`config.mk`:
```
export PLATFORM = sky130hd
export DESIGN_NAME = adc_frame_rd
export DESIGN_NICKNAME = d
export VERILOG_FILES = /design/src/rtl/adcrd_pkg.sv /design/src/rtl/adcrd_tick.sv /design/src/rtl/adcrd_sync.sv /design/src/rtl/adcrd_shift.sv /design/src/rtl/adc_frame_rd.sv
export SDC_FILE = /design/constraint.sdc
export NUM_CORES = 1
export LEC_CHECK = 0
export ABC_AREA = 1
export BUFFER_PORTS_ARGS = -buffer_cell sky130_fd_sc_hd__buf_2
export CELL_PAD_IN_SITES_DETAIL_PLACEMENT = 0
export CELL_PAD_IN_SITES_GLOBAL_PLACEMENT = 2
export CORE_AREA = 2 2 94 96
export CTS_BUF_LIST = sky130_fd_sc_hd__clkbuf_8
export CTS_CLUSTER_DIAMETER = 30
export DETAILED_ROUTE_END_ITERATION = 12
export DIE_AREA = 0 0 96 98
export PLACE_DENSITY_LB_ADDON = 0.3
export SLEW_MARGIN = 15
export SYNTH_ARGS = -nofsm -noshare
export SYNTH_HDL_FRONTEND = slang
export SYNTH_SLANG_ARGS = --single-unit
```
`constraint.sdc`:
```
create_clock -name clk -period 2.7 [get_ports clk]
set_clock_uncertainty 0.05 [all_clocks]
set_input_delay 0.54 -clock clk [delete_from_list [all_inputs] [get_ports clk]]
set_output_delay 0.54 -clock clk [all_outputs]
set_load 0.05 [all_outputs]
```
`src/rtl/adcrd_pkg.sv`:
```
package adcrd_pkg;

    typedef enum logic [1:0] {
        ST_IDLE  = 2'd0,
        ST_LEAD  = 2'd1,
        ST_SHIFT = 2'd2,
        ST_TAIL  = 2'd3
    } rd_state_t;

    // half-period boundaries spent in the lead phase: rise, fall, strobe change
    localparam int unsigned LEAD_TICKS = 3;

endpackage

```
`src/rtl/adcrd_tick.sv`:
```
module adcrd_tick #(
    parameter int DIV_W = 8
) (
    input  logic             clk,
    input  logic             rst_n,
    input  logic             run,
    input  logic [DIV_W-1:0] half_q,
    output logic             tick
);

    logic [DIV_W-1:0] cnt_q;

    assign tick = run && (cnt_q == half_q - 1'b1);

    always_ff @(posedge clk or negedge rst_n) begin
        if (!rst_n) begin
            cnt_q <= '0;
        end else if (!run || tick) begin
            cnt_q <= '0;
        end else begin
            cnt_q <= cnt_q + 1'b1;
        end
    end

    // the half-period counter never runs past its boundary
    assert_tick_bounded_R3: assert property (@(posedge clk) disable iff (!rst_n)
        run |-> (cnt_q < half_q));

endmodule

```
`src/rtl/adcrd_sync.sv`:
```
module adcrd_sync #(
    parameter int STAGES = 2
) (
    input  logic clk,
    input  logic rst_n,
    input  logic d,
    output logic q
);

    logic [STAGES-1:0] ff_q;

    genvar i;
    generate
        for (i = 0; i < STAGES; i++) begin : g_stage
            if (i == 0) begin : g_first
                always_ff @(posedge clk or negedge rst_n) begin
                    if (!rst_n) ff_q[0] <= 1'b0;
                    else        ff_q[0] <= d;
                end
            end else begin : g_next
                always_ff @(posedge clk or negedge rst_n) begin
                    if (!rst_n) ff_q[i] <= 1'b0;
                    else        ff_q[i] <= ff_q[i-1];
                end
            end
        end
    endgenerate

    assign q = ff_q[STAGES-1];

endmodule

```
`src/rtl/adcrd_shift.sv`:
```
module adcrd_shift #(
    parameter int FRAME_BITS = 16,
    parameter int RES_W      = 12,
    parameter int STAGES     = 2
) (
    input  logic             clk,
    input  logic             rst_n,
    input  logic             clear,
    input  logic             fall,
    input  logic             sdo_s,
    output logic             cap_done,
    output logic [RES_W-1:0] word
);

    localparam int CNT_W = $clog2(FRAME_BITS + 1);

    logic [STAGES-1:0]     dly_q;
    logic                  cap;
    logic [FRAME_BITS-1:0] sreg_q;
    logic [CNT_W-1:0]      n_q;

    // delay the falling-edge marker by the synchronizer depth
    genvar i;
    generate
        for (i = 0; i < STAGES; i++) begin : g_dly
            if (i == 0) begin : g_first
                always_ff @(posedge clk or negedge rst_n) begin
                    if (!rst_n) dly_q[0] <= 1'b0;
                    else        dly_q[0] <= fall;
                end
            end else begin : g_next
                always_ff @(posedge clk or negedge rst_n) begin
                    if (!rst_n) dly_q[i] <= 1'b0;
                    else        dly_q[i] <= dly_q[i-1];
                end
            end
        end
    endgenerate

    assign cap = dly_q[STAGES-1];

    always_ff @(posedge clk or negedge rst_n) begin
        if (!rst_n) begin
            sreg_q <= '0;
            n_q    <= '0;
        end else if (clear) begin
            n_q    <= '0;
        end else if (cap) begin
            sreg_q <= {sreg_q[FRAME_BITS-2:0], sdo_s};
            n_q    <= n_q + 1'b1;
        end
    end

    assign cap_done = (n_q == CNT_W'(FRAME_BITS));
    assign word     = sreg_q[FRAME_BITS-1 -: RES_W];

    // no more than one frame's worth of samples per read
    assert_no_overcapture_R6: assert property (@(posedge clk) disable iff (!rst_n)
        cap |-> (n_q < CNT_W'(FRAME_BITS)));

endmodule

```
`src/rtl/adc_frame_rd.sv`:
```
module adc_frame_rd
    import adcrd_pkg::*;
#(
    parameter int DIV_W       = 8,
    parameter int RES_W       = 12,
    parameter int FRAME_BITS  = 16,
    parameter int SYNC_STAGES = 2
) (
    input  logic             clk,
    input  logic             rst_n,
    input  logic             start,
    input  logic             fs_mode,
    input  logic [DIV_W-1:0] half_div,
    input  logic             sdo,
    output logic             sclk,
    output logic             cs_n,
    output logic             fs,
    output logic             busy,
    output logic             res_valid,
    output logic [RES_W-1:0] result
);

    localparam int FALL_W = $clog2(FRAME_BITS + 1);
    localparam logic [FALL_W-1:0] LAST_FALL = FALL_W'(FRAME_BITS - 1);
    localparam logic [1:0] LEAD_LAST = 2'(LEAD_TICKS - 1);

    rd_state_t         state_q, state_d;
    logic              mode_q, mode_n;
    logic [DIV_W-1:0]  hd_q;
    logic [1:0]        lead_q;
    logic [FALL_W-1:0] nfall_q;
    logic              accept, tick, toggle, finish;
    logic              sdo_s, cap_done;
    logic [RES_W-1:0]  word;

    logic              sclk_q, fall_q, cs_n_q, fs_q, busy_q, valid_q;
    logic [RES_W-1:0]  result_q;

    adcrd_tick #(.DIV_W(DIV_W)) u_tick (
        .clk    (clk),
        .rst_n  (rst_n),
        .run    (state_q != ST_IDLE),
        .half_q (hd_q),
        .tick   (tick)
    );

    adcrd_sync #(.STAGES(SYNC_STAGES)) u_sync (
        .clk   (clk),
        .rst_n (rst_n),
        .d     (sdo),
        .q     (sdo_s)
    );

    adcrd_shift #(
        .FRAME_BITS (FRAME_BITS),
        .RES_W      (RES_W),
        .STAGES     (SYNC_STAGES)
    ) u_shift (
        .clk      (clk),
        .rst_n    (rst_n),
        .clear    (accept),
        .fall     (fall_q),
        .sdo_s    (sdo_s),
        .cap_done (cap_done),
        .word     (word)
    );

    assign accept = (state_q == ST_IDLE) && start;
    assign mode_n = accept ? fs_mode : mode_q;
    assign toggle = tick && ((state_q == ST_SHIFT) ||
                             ((state_q == ST_LEAD) && (lead_q != LEAD_LAST)));
    assign finish = (state_q == ST_TAIL) && (state_d == ST_IDLE);

    // next-state logic
    always_comb begin
        state_d = state_q;
        unique case (state_q)
            ST_IDLE:  if (start)                                       state_d = ST_LEAD;
            ST_LEAD:  if (tick && lead_q == LEAD_LAST)                 state_d = ST_SHIFT;
            ST_SHIFT: if (tick && sclk_q && nfall_q == LAST_FALL)      state_d = ST_TAIL;
            ST_TAIL:  if (tick && cap_done)                            state_d = ST_IDLE;
            default:                                                   state_d = ST_IDLE;
        endcase
    end

    // state register and per-read configuration
    always_ff @(posedge clk or negedge rst_n) begin
        if (!rst_n) begin
            state_q <= ST_IDLE;
            mode_q  <= 1'b0;
            hd_q    <= DIV_W'(1);
            lead_q  <= '0;
            nfall_q <= '0;
        end else begin
            state_q <= state_d;
            if (accept) begin
                mode_q  <= fs_mode;
                hd_q    <= (half_div == '0) ? DIV_W'(1) : half_div;
                nfall_q <= '0;
            end else if (state_q == ST_SHIFT && tick && sclk_q) begin
                nfall_q <= nfall_q + 1'b1;
            end
            if (state_q != ST_LEAD) lead_q <= '0;
            else if (tick)          lead_q <= lead_q + 1'b1;
        end
    end

    // registered outputs
    always_ff @(posedge clk or negedge rst_n) begin
        if (!rst_n) begin
            sclk_q   <= 1'b0;
            fall_q   <= 1'b0;
            cs_n_q   <= 1'b1;
            fs_q     <= 1'b1;
            busy_q   <= 1'b0;
            valid_q  <= 1'b0;
            result_q <= '0;
        end else begin
            sclk_q  <= toggle ? ~sclk_q : sclk_q;
            fall_q  <= (state_q == ST_SHIFT) && tick && sclk_q;
            busy_q  <= (state_d != ST_IDLE);
            valid_q <= finish;
            if (finish) result_q <= word;
            unique case (state_d)
                ST_IDLE: begin
                    cs_n_q <= ~mode_n;
                    fs_q   <= ~mode_n;
                end
                ST_LEAD: begin
                    cs_n_q <= mode_n ? cs_n_q : 1'b1;
                    fs_q   <= 1'b1;
                end
                ST_SHIFT, ST_TAIL: begin
                    cs_n_q <= 1'b0;
                    fs_q   <= ~mode_n;
                end
                default: begin
                    cs_n_q <= 1'b1;
                    fs_q   <= 1'b1;
                end
            endcase
        end
    end

    assign sclk      = sclk_q;
    assign cs_n      = cs_n_q;
    assign fs        = fs_q;
    assign busy      = busy_q;
    assign res_valid = valid_q;
    assign result    = result_q;

    // serial clock rests low whenever no read is running
    assert_sclk_idle_low_R3: assert property (@(posedge clk) disable iff (!rst_n)
        !busy_q |-> !sclk_q);

    // configuration is frozen for the length of a read
    assert_cfg_frozen_R3: assert property (@(posedge clk) disable iff (!rst_n)
        (busy_q && $past(busy_q)) |-> ($stable(hd_q) && $stable(mode_q)));

    // frame sync stays high throughout a chip-select read
    assert_fs_high_cs_mode_R4: assert property (@(posedge clk) disable iff (!rst_n)
        (!mode_q && busy_q) |-> fs_q);

    // select is active while bits are being shifted
    assert_select_active_R4: assert property (@(posedge clk) disable iff (!rst_n)
        (state_q == ST_SHIFT || state_q == ST_TAIL) |-> !cs_n_q);

    // the valid qualifier lasts a single cycle
    assert_valid_single_R7: assert property (@(posedge clk) disable iff (!rst_n)
        valid_q |=> !valid_q);

    // a valid pulse coincides with the end of busy
    assert_valid_ends_busy_R2: assert property (@(posedge clk) disable iff (!rst_n)
        valid_q |-> (!busy_q && $past(busy_q)));

endmodule

```
== After elaboration in Yosys (flattened, before gate mapping) ==
Cells that the tools add are included.

* Bits in registers: 69
* Output and inout bits: 17
* Word-level logic and storage cells: 82

* Add/sub/neg operators: 5
* Bitwise gates (word level): 3
* Equality and inequality tests: 13
* Multiplexer cells: 17
* Reduce and logical (&&, ||, !) cells: 25

{| class="wikitable"
|+ Operators with widths
! kind !! number
|-
| $mux 5 || 4
|-
| $mux 8 || 2
|-
| $mux 2 || 6
|-
| $logic_and 1x1->1 || 11
|-
| $add 5x1->5 const B || 2
|-
| $eq 2x2->1 const B || 5
|-
| $reduce_bool 2->1 || 5
|-
| $add 8x1->8 const B || 1
|-
| $eq 8x8->1 || 1
|-
| $logic_not 8->1 || 1
|-
| $pmux 2 s4 || 1
|-
| $sub 8x1->8 const B || 1
|-
| $eq 5x4->1 const B || 1
|-
| $eq 5x5->1 const B || 1
|-
| $eq 2x1->1 const B || 2
|-
| $logic_not 2->1 || 2
|-
| $ne 2x2->1 const B || 2
|-
| $not 1->1 || 3
|-
| $pmux 1 s3 || 1
|-
| $reduce_or 3->1 || 1
|-
| $add 2x1->2 const B || 1
|-
| $logic_or 1x1->1 || 2
|-
| $mux 1 || 2
|-
| $ne 2x1->1 const B || 1
|-
| 4 further kinds || 4
|}

== Depth between registers and ports, before layout ==
* Word-level depth: 10
* Depth in mapped cells: 18
* Mapped depth without buffers: 17

== Hierarchy ==
From an unflattened synthesis, not the netlist that was laid out.

* Cells, all modules: 392
* Area, all modules: 3362.0 um^2

{| class="wikitable"
|+ By module, submodules not included
! module !! times used !! cells each !! seq. area each (um^2) !! area each (um^2)
|-
| adc_frame_rd || 1 || 172 || 904.6 || 1581.5
|-
| adcrd_shift || 1 || 117 || 575.6 || 1079.8
|-
| adcrd_tick || 1 || 101 || 200.2 || 650.6
|-
| adcrd_sync || 1 || 2 || 50.0 || 50.0
|}

== Worst setup path after synthesis ==
No wires, ideal clock.

* Path type: reg2reg
* Start: register hd_q[0]
* End: register result_q[10], in the netlist result[10]
* Setup slack: 0.471 ns
* Setup time: 0.119 ns
* Data required time: 2.531 ns
* Arrival time: 2.060 ns
* Stages on the path, launching flop included: 18
* Path buffers: 1
* Path through: dfstp_2 inv_2 ha_1 inv_1 nand2_1 nand3_1 nand2_1 inv_1 nand2_1 nor2_2 nand3_2 nand3_1 nand2_1 nor2_8 nand3_4 buf_6 nand2_1 nand2_1

* Cells in the longest elaborated chain, start to end: 9
* Elaborated cells between the ends (all ways): 13
* Classes of those cells: add/sub: 1; eq/ne: 1; mux: 4; reduce/logical: 7

{| class="wikitable"
|+ RTL lines
! what !! RTL line !! text
|-
| start: declaration || adc_frame_rd.sv:29 || <nowiki>logic [DIV_W-1:0] hd_q;</nowiki>
|-
| start signal: assignment || adc_frame_rd.sv:98 || <nowiki>hd_q <= (half_div == '0) ? DIV_W'(1) : half_div;</nowiki>
|-
| $sub 8x1->8 * || adcrd_tick.sv:13 || <nowiki>assign tick = run && (cnt_q == half_q - 1'b1);</nowiki>
|-
| $eq 8x8->1 * || adcrd_tick.sv:13 ||
|-
| $logic_and 1x1->1 * || adcrd_tick.sv:13 ||
|-
| $logic_and 1x1->1 (2 in a row) || adc_frame_rd.sv:80 || <nowiki>ST_SHIFT: if (tick && sclk_q && nfall_q == LAST_FALL) state_d = ST_TAIL;</nowiki>
|-
| $mux 2 || adc_frame_rd.sv:80 ||
|-
| $pmux 2 s4 * || adc_frame_rd.sv:77 || <nowiki>unique case (state_q)</nowiki>
|-
| $logic_not 2->1 * || adc_frame_rd.sv:72 || <nowiki>assign finish = (state_q == ST_TAIL) && (state_d == ST_IDLE);</nowiki>
|-
| $logic_and 1x1->1 * || adc_frame_rd.sv:72 ||
|-
| end signal: assignment || adc_frame_rd.sv:123 || <nowiki>if (finish) result_q <= word;</nowiki>
|-
| end: declaration || adc_frame_rd.sv:37 || <nowiki>logic [RES_W-1:0] result_q;</nowiki>
|}

Mark *: on every way between the ends. The rest lies on a longest branch, timed or not.
A chain may end at the register's enable or synchronous reset.

== Final worst setup path ==
* Start: register hd_q[0]
* End: register result_q[8], in the netlist result[8]

The elaborated chain is that of the path after synthesis.

==> metrics.md <==
| Metric | Value |
|---|---|
| RSZ-0062 raised after global routing | `false` |
| Ys Warns | `0` |
| Final period util | `0.901` |
| P_leak | `1.95 nW` |
| Hold Path Class | `primary input to asynchronous set/reset pin` |
| First-pass GRT wire length | `10,900 um` |
| Crit-path max cell delay | `560 ps` |
| Synth Area per Inst | `9.39 um2` |
| CP required | `2890 ps` |
| TritonCTS clock tree | `yes` |
| Initial DRC Count | `77` |
| Worst R2R End | `result[8]` |
| Fin. max-slew vios | `0` |
| Synth unique cells | `33` |
| Simple-gate share of the synthesized area | `0.253` |
| Post-synth top area cell | `dfrtp_1` |
| WL per Instance | `roughly 13 um` |
| Num rows | `34` |
| Register Area | `1730 um2` |
| Initial antenna violation count | `0` |
| Via density per instance | `around 4.7` |
| Clk Latency, worst-skew pair | `350 ps` |
| Share of cells above drive strength 1 | `0.223` |
| CP Launch Type | `flip-flop` |
| Router iterations before antenna repair | `4` |
| Root Buffer | `clkbuf_8` |
| Synthesized cell area | `3210 um2` |
| Final WL | `between 6000 and 7000 um` |
| Synth top cells by count | `nand2_1, dfrtp_1, inv_1, nor2_1` |
| Residual DRC | `0` |
| Fillers | `851` |
| Initial core utilization | `0.379` |
| Footprint of the multi-input gates | `between 1000 and 1500 um2` |
| Vias in the first global route | `roughly 2,300` |
| Port Buf Inserts | `29` |
| FMAX | `roughly 0.41 GHz` |
| Max clock buf depth | `2` |
| Post-CTS Resized | `0` |
| Final Hold Viols | `0` |
| Core outline area | `8470 um2` |
| Die Area | `around 9400 um2` |
| Ys flop type | `dfrtp_1` |
| Post-DP HPWL | `4600 um` |
| Max Cap Violations | `0` |
| Min cycle time layout | `about 2400 ps` |
| Mux share of post-synthesis cell area | `0.0561` |
| I/O pins | `30` |
| CP Cell Sequence | `inv_2 > ha_1 > inv_1 > nand2_1 > nand3_1 > nand2_1 > inv_1 > nand2_1 > nor2_2 > nand3_2 > nand2_1 > inv_2 > nor2_4 > nand3_4 > nand2_1 > nand2_1` |
| Largest family of logic cells by synthesized area | `simple AND/OR/NAND/NOR gates` |
| Grt total ovfl | `0` |
| Share of the synthesized area in the top cell type | `0.514` |
| CP most frequent cell | `nand2_1` |
| Sequential element share of the synthesized area | `0.539` |
| Die Ht | `between 90 and 100 um` |
| Post-CTS setup repair buffer count | `0` |
| CTS Buf Count | `9` |
| XOR/XNOR Fraction of Synth Area | `0.0191` |
| P per Cell Area | `496 nW/um2` |
| Slowest cell on crit path | `dfstp_2` |
| Pin count of the biggest net entering global routing | `32` |
| H-tree levels | `3` |
| GRT Util Overall | `0.151` |
| Asr flop ratio synth | `1.00` |
| CP Data Arrival Time | `2620 ps` |
| Slew HR | `0.515` |
| Most numerous cell in the Yosys netlist | `nand2_1` |
| Reg2reg path depth | `16` |
| DP Area | `3490 um2` |
| GP Congestion | `0.767` |
| Core Util, Final | `0.433` |
| Register-to-register setup slack | `270 ps` |
| Synth area leaders | `dfrtp_1, nand2_1, mux2_2` |
| Status | `completed` |
| Clock transition at path regs | `80 ps` |
| Largest fanout on the critical path | `13` |
| Yosys reg bits | `69` |
| Post-synth EDFFs | `0` |
| Mapped Nets | `362` |
| Adder-Cell Fraction of Synth Area | `0.0273` |
| Cts hold-fix bufs | `0` |
| Die width | `between 90 and 100 um` |
| Non-Filler Cell Area, Final | `3660 um2` |
| Compound-Gate Fraction of Synth Area | `0.0448` |
| Area growth from synthesis to layout | `14.0%` |
| Syn Inst Count | `342` |
| NumNets Final | `400` |
| Crit path capture type | `flip-flop` |
| Final Setup Violations | `0` |
| Setup TNS Final | `0 ps` |
| Tightest Pin Transition | `726 ps` |
| Vias | `2,303` |
| Final antenna-violating net count | `0` |
| Maximum VDD drop | `0.000283 V` |
| Critical R2R Launch | `hd_q[0]` |
| Clock Sinks | `69` |
| Number of diodes | `0` |
| Kind of critical path | `flip-flop to flip-flop` |
==> metal layers <==
layer  vias to the layer above  wire [um]  track usage
met2                        24       2810        0.218
met4                         0         80       0.0560
met5                         -          0            0
li1                       1187          -            -
met1                      1085       3200        0.217
met3                         7        223       0.0424
==> kinds of logic (layout without fill, tap and decap cells) <==
family	count (synthesis)	after routing
compound gates	28	28
mux	16	16
fa+ha+maj	7	7
buf+inv	48	91
simple gates	167	167
flops	69	69
xor+xnor	7	7
==> worst max-delay path: cells and delay by family, from the launching register on <==
| kind | cells | cell delay, ps |
|---|---|---|
| flops | 1 | 560 |
| fa+ha+maj | 1 | 240 |
| buf+inv | 4 | 200 |
| simple gates | 11 | 1260 |
==> power breakdown <==
group	switching (mW)	total [mW]	leakage (nW)	internal [mW]
clock	0.411	0.746	0.0856	0.336
sequential	0.000441	1.03	0.893	1.03
combinational	0.0253	0.0339	0.969	0.00860
==> sequential cells by signal (all words and copies together) (netlist names), 2 cells and up <==
register	count
lead_q	2
hd_q	8
u_tick.cnt_q	8
result	12
u_shift.sreg_q	16
u_shift.n_q	5
nfall_q	5
state_q	2
==> metrics by stage <==
stage                     hold WS [ps]  power (mW)  worst slack [ps]  cells
after CTS                          129        1.84               239    493
after detailed placement           290        1.09               259    477
after global placement             285        1.09               314    477
final                              119        1.81               269    493
after floorplan                    194        1.06               471    342
after global routing               140        1.90              5.28    493
==> placed cells by master (no fill, tap or decap), drive strengths merged <==
master,count
nor4,2
a21oi,8
xnor2,2
nor2,27
nand4,16
or2,4
dfstp,3
o21ai,18
nor3b,3
buf,34
ha,7
inv,42
nand3,18
nand2,89
xor2,5
o31ai,1
dfrtp,66
clkinvlp,2
clkbuf,9
o22ai,1
clkinv,4
mux2,16
nor3,8
==> cell type report <==
cell class	count	share of cell area
sequential	69	0.472
multi-input combinational	225	0.351
timing repair buffer	34	0.0499
inverter	41	0.0420
tap	108	0.0369
clock buffer	9	0.0338
clock inverter	7	0.0140
==> worst max path at each step <==
stage,startpoint,endpoint,slack [ps],cells after the start
2_1_floorplan,hd_q[0],result[10],470,17
3_3_place_gp,hd_q[0],result[6],310,16
3_5_place_dp,hd_q[0],result[6],260,16
4_1_cts,hd_q[0],result[8],240,16
5_1_grt,hd_q[0],result[8],5,16
6_report,hd_q[0],result[8],270,16
Note: power is estimated with default switching activity, not from simulation.
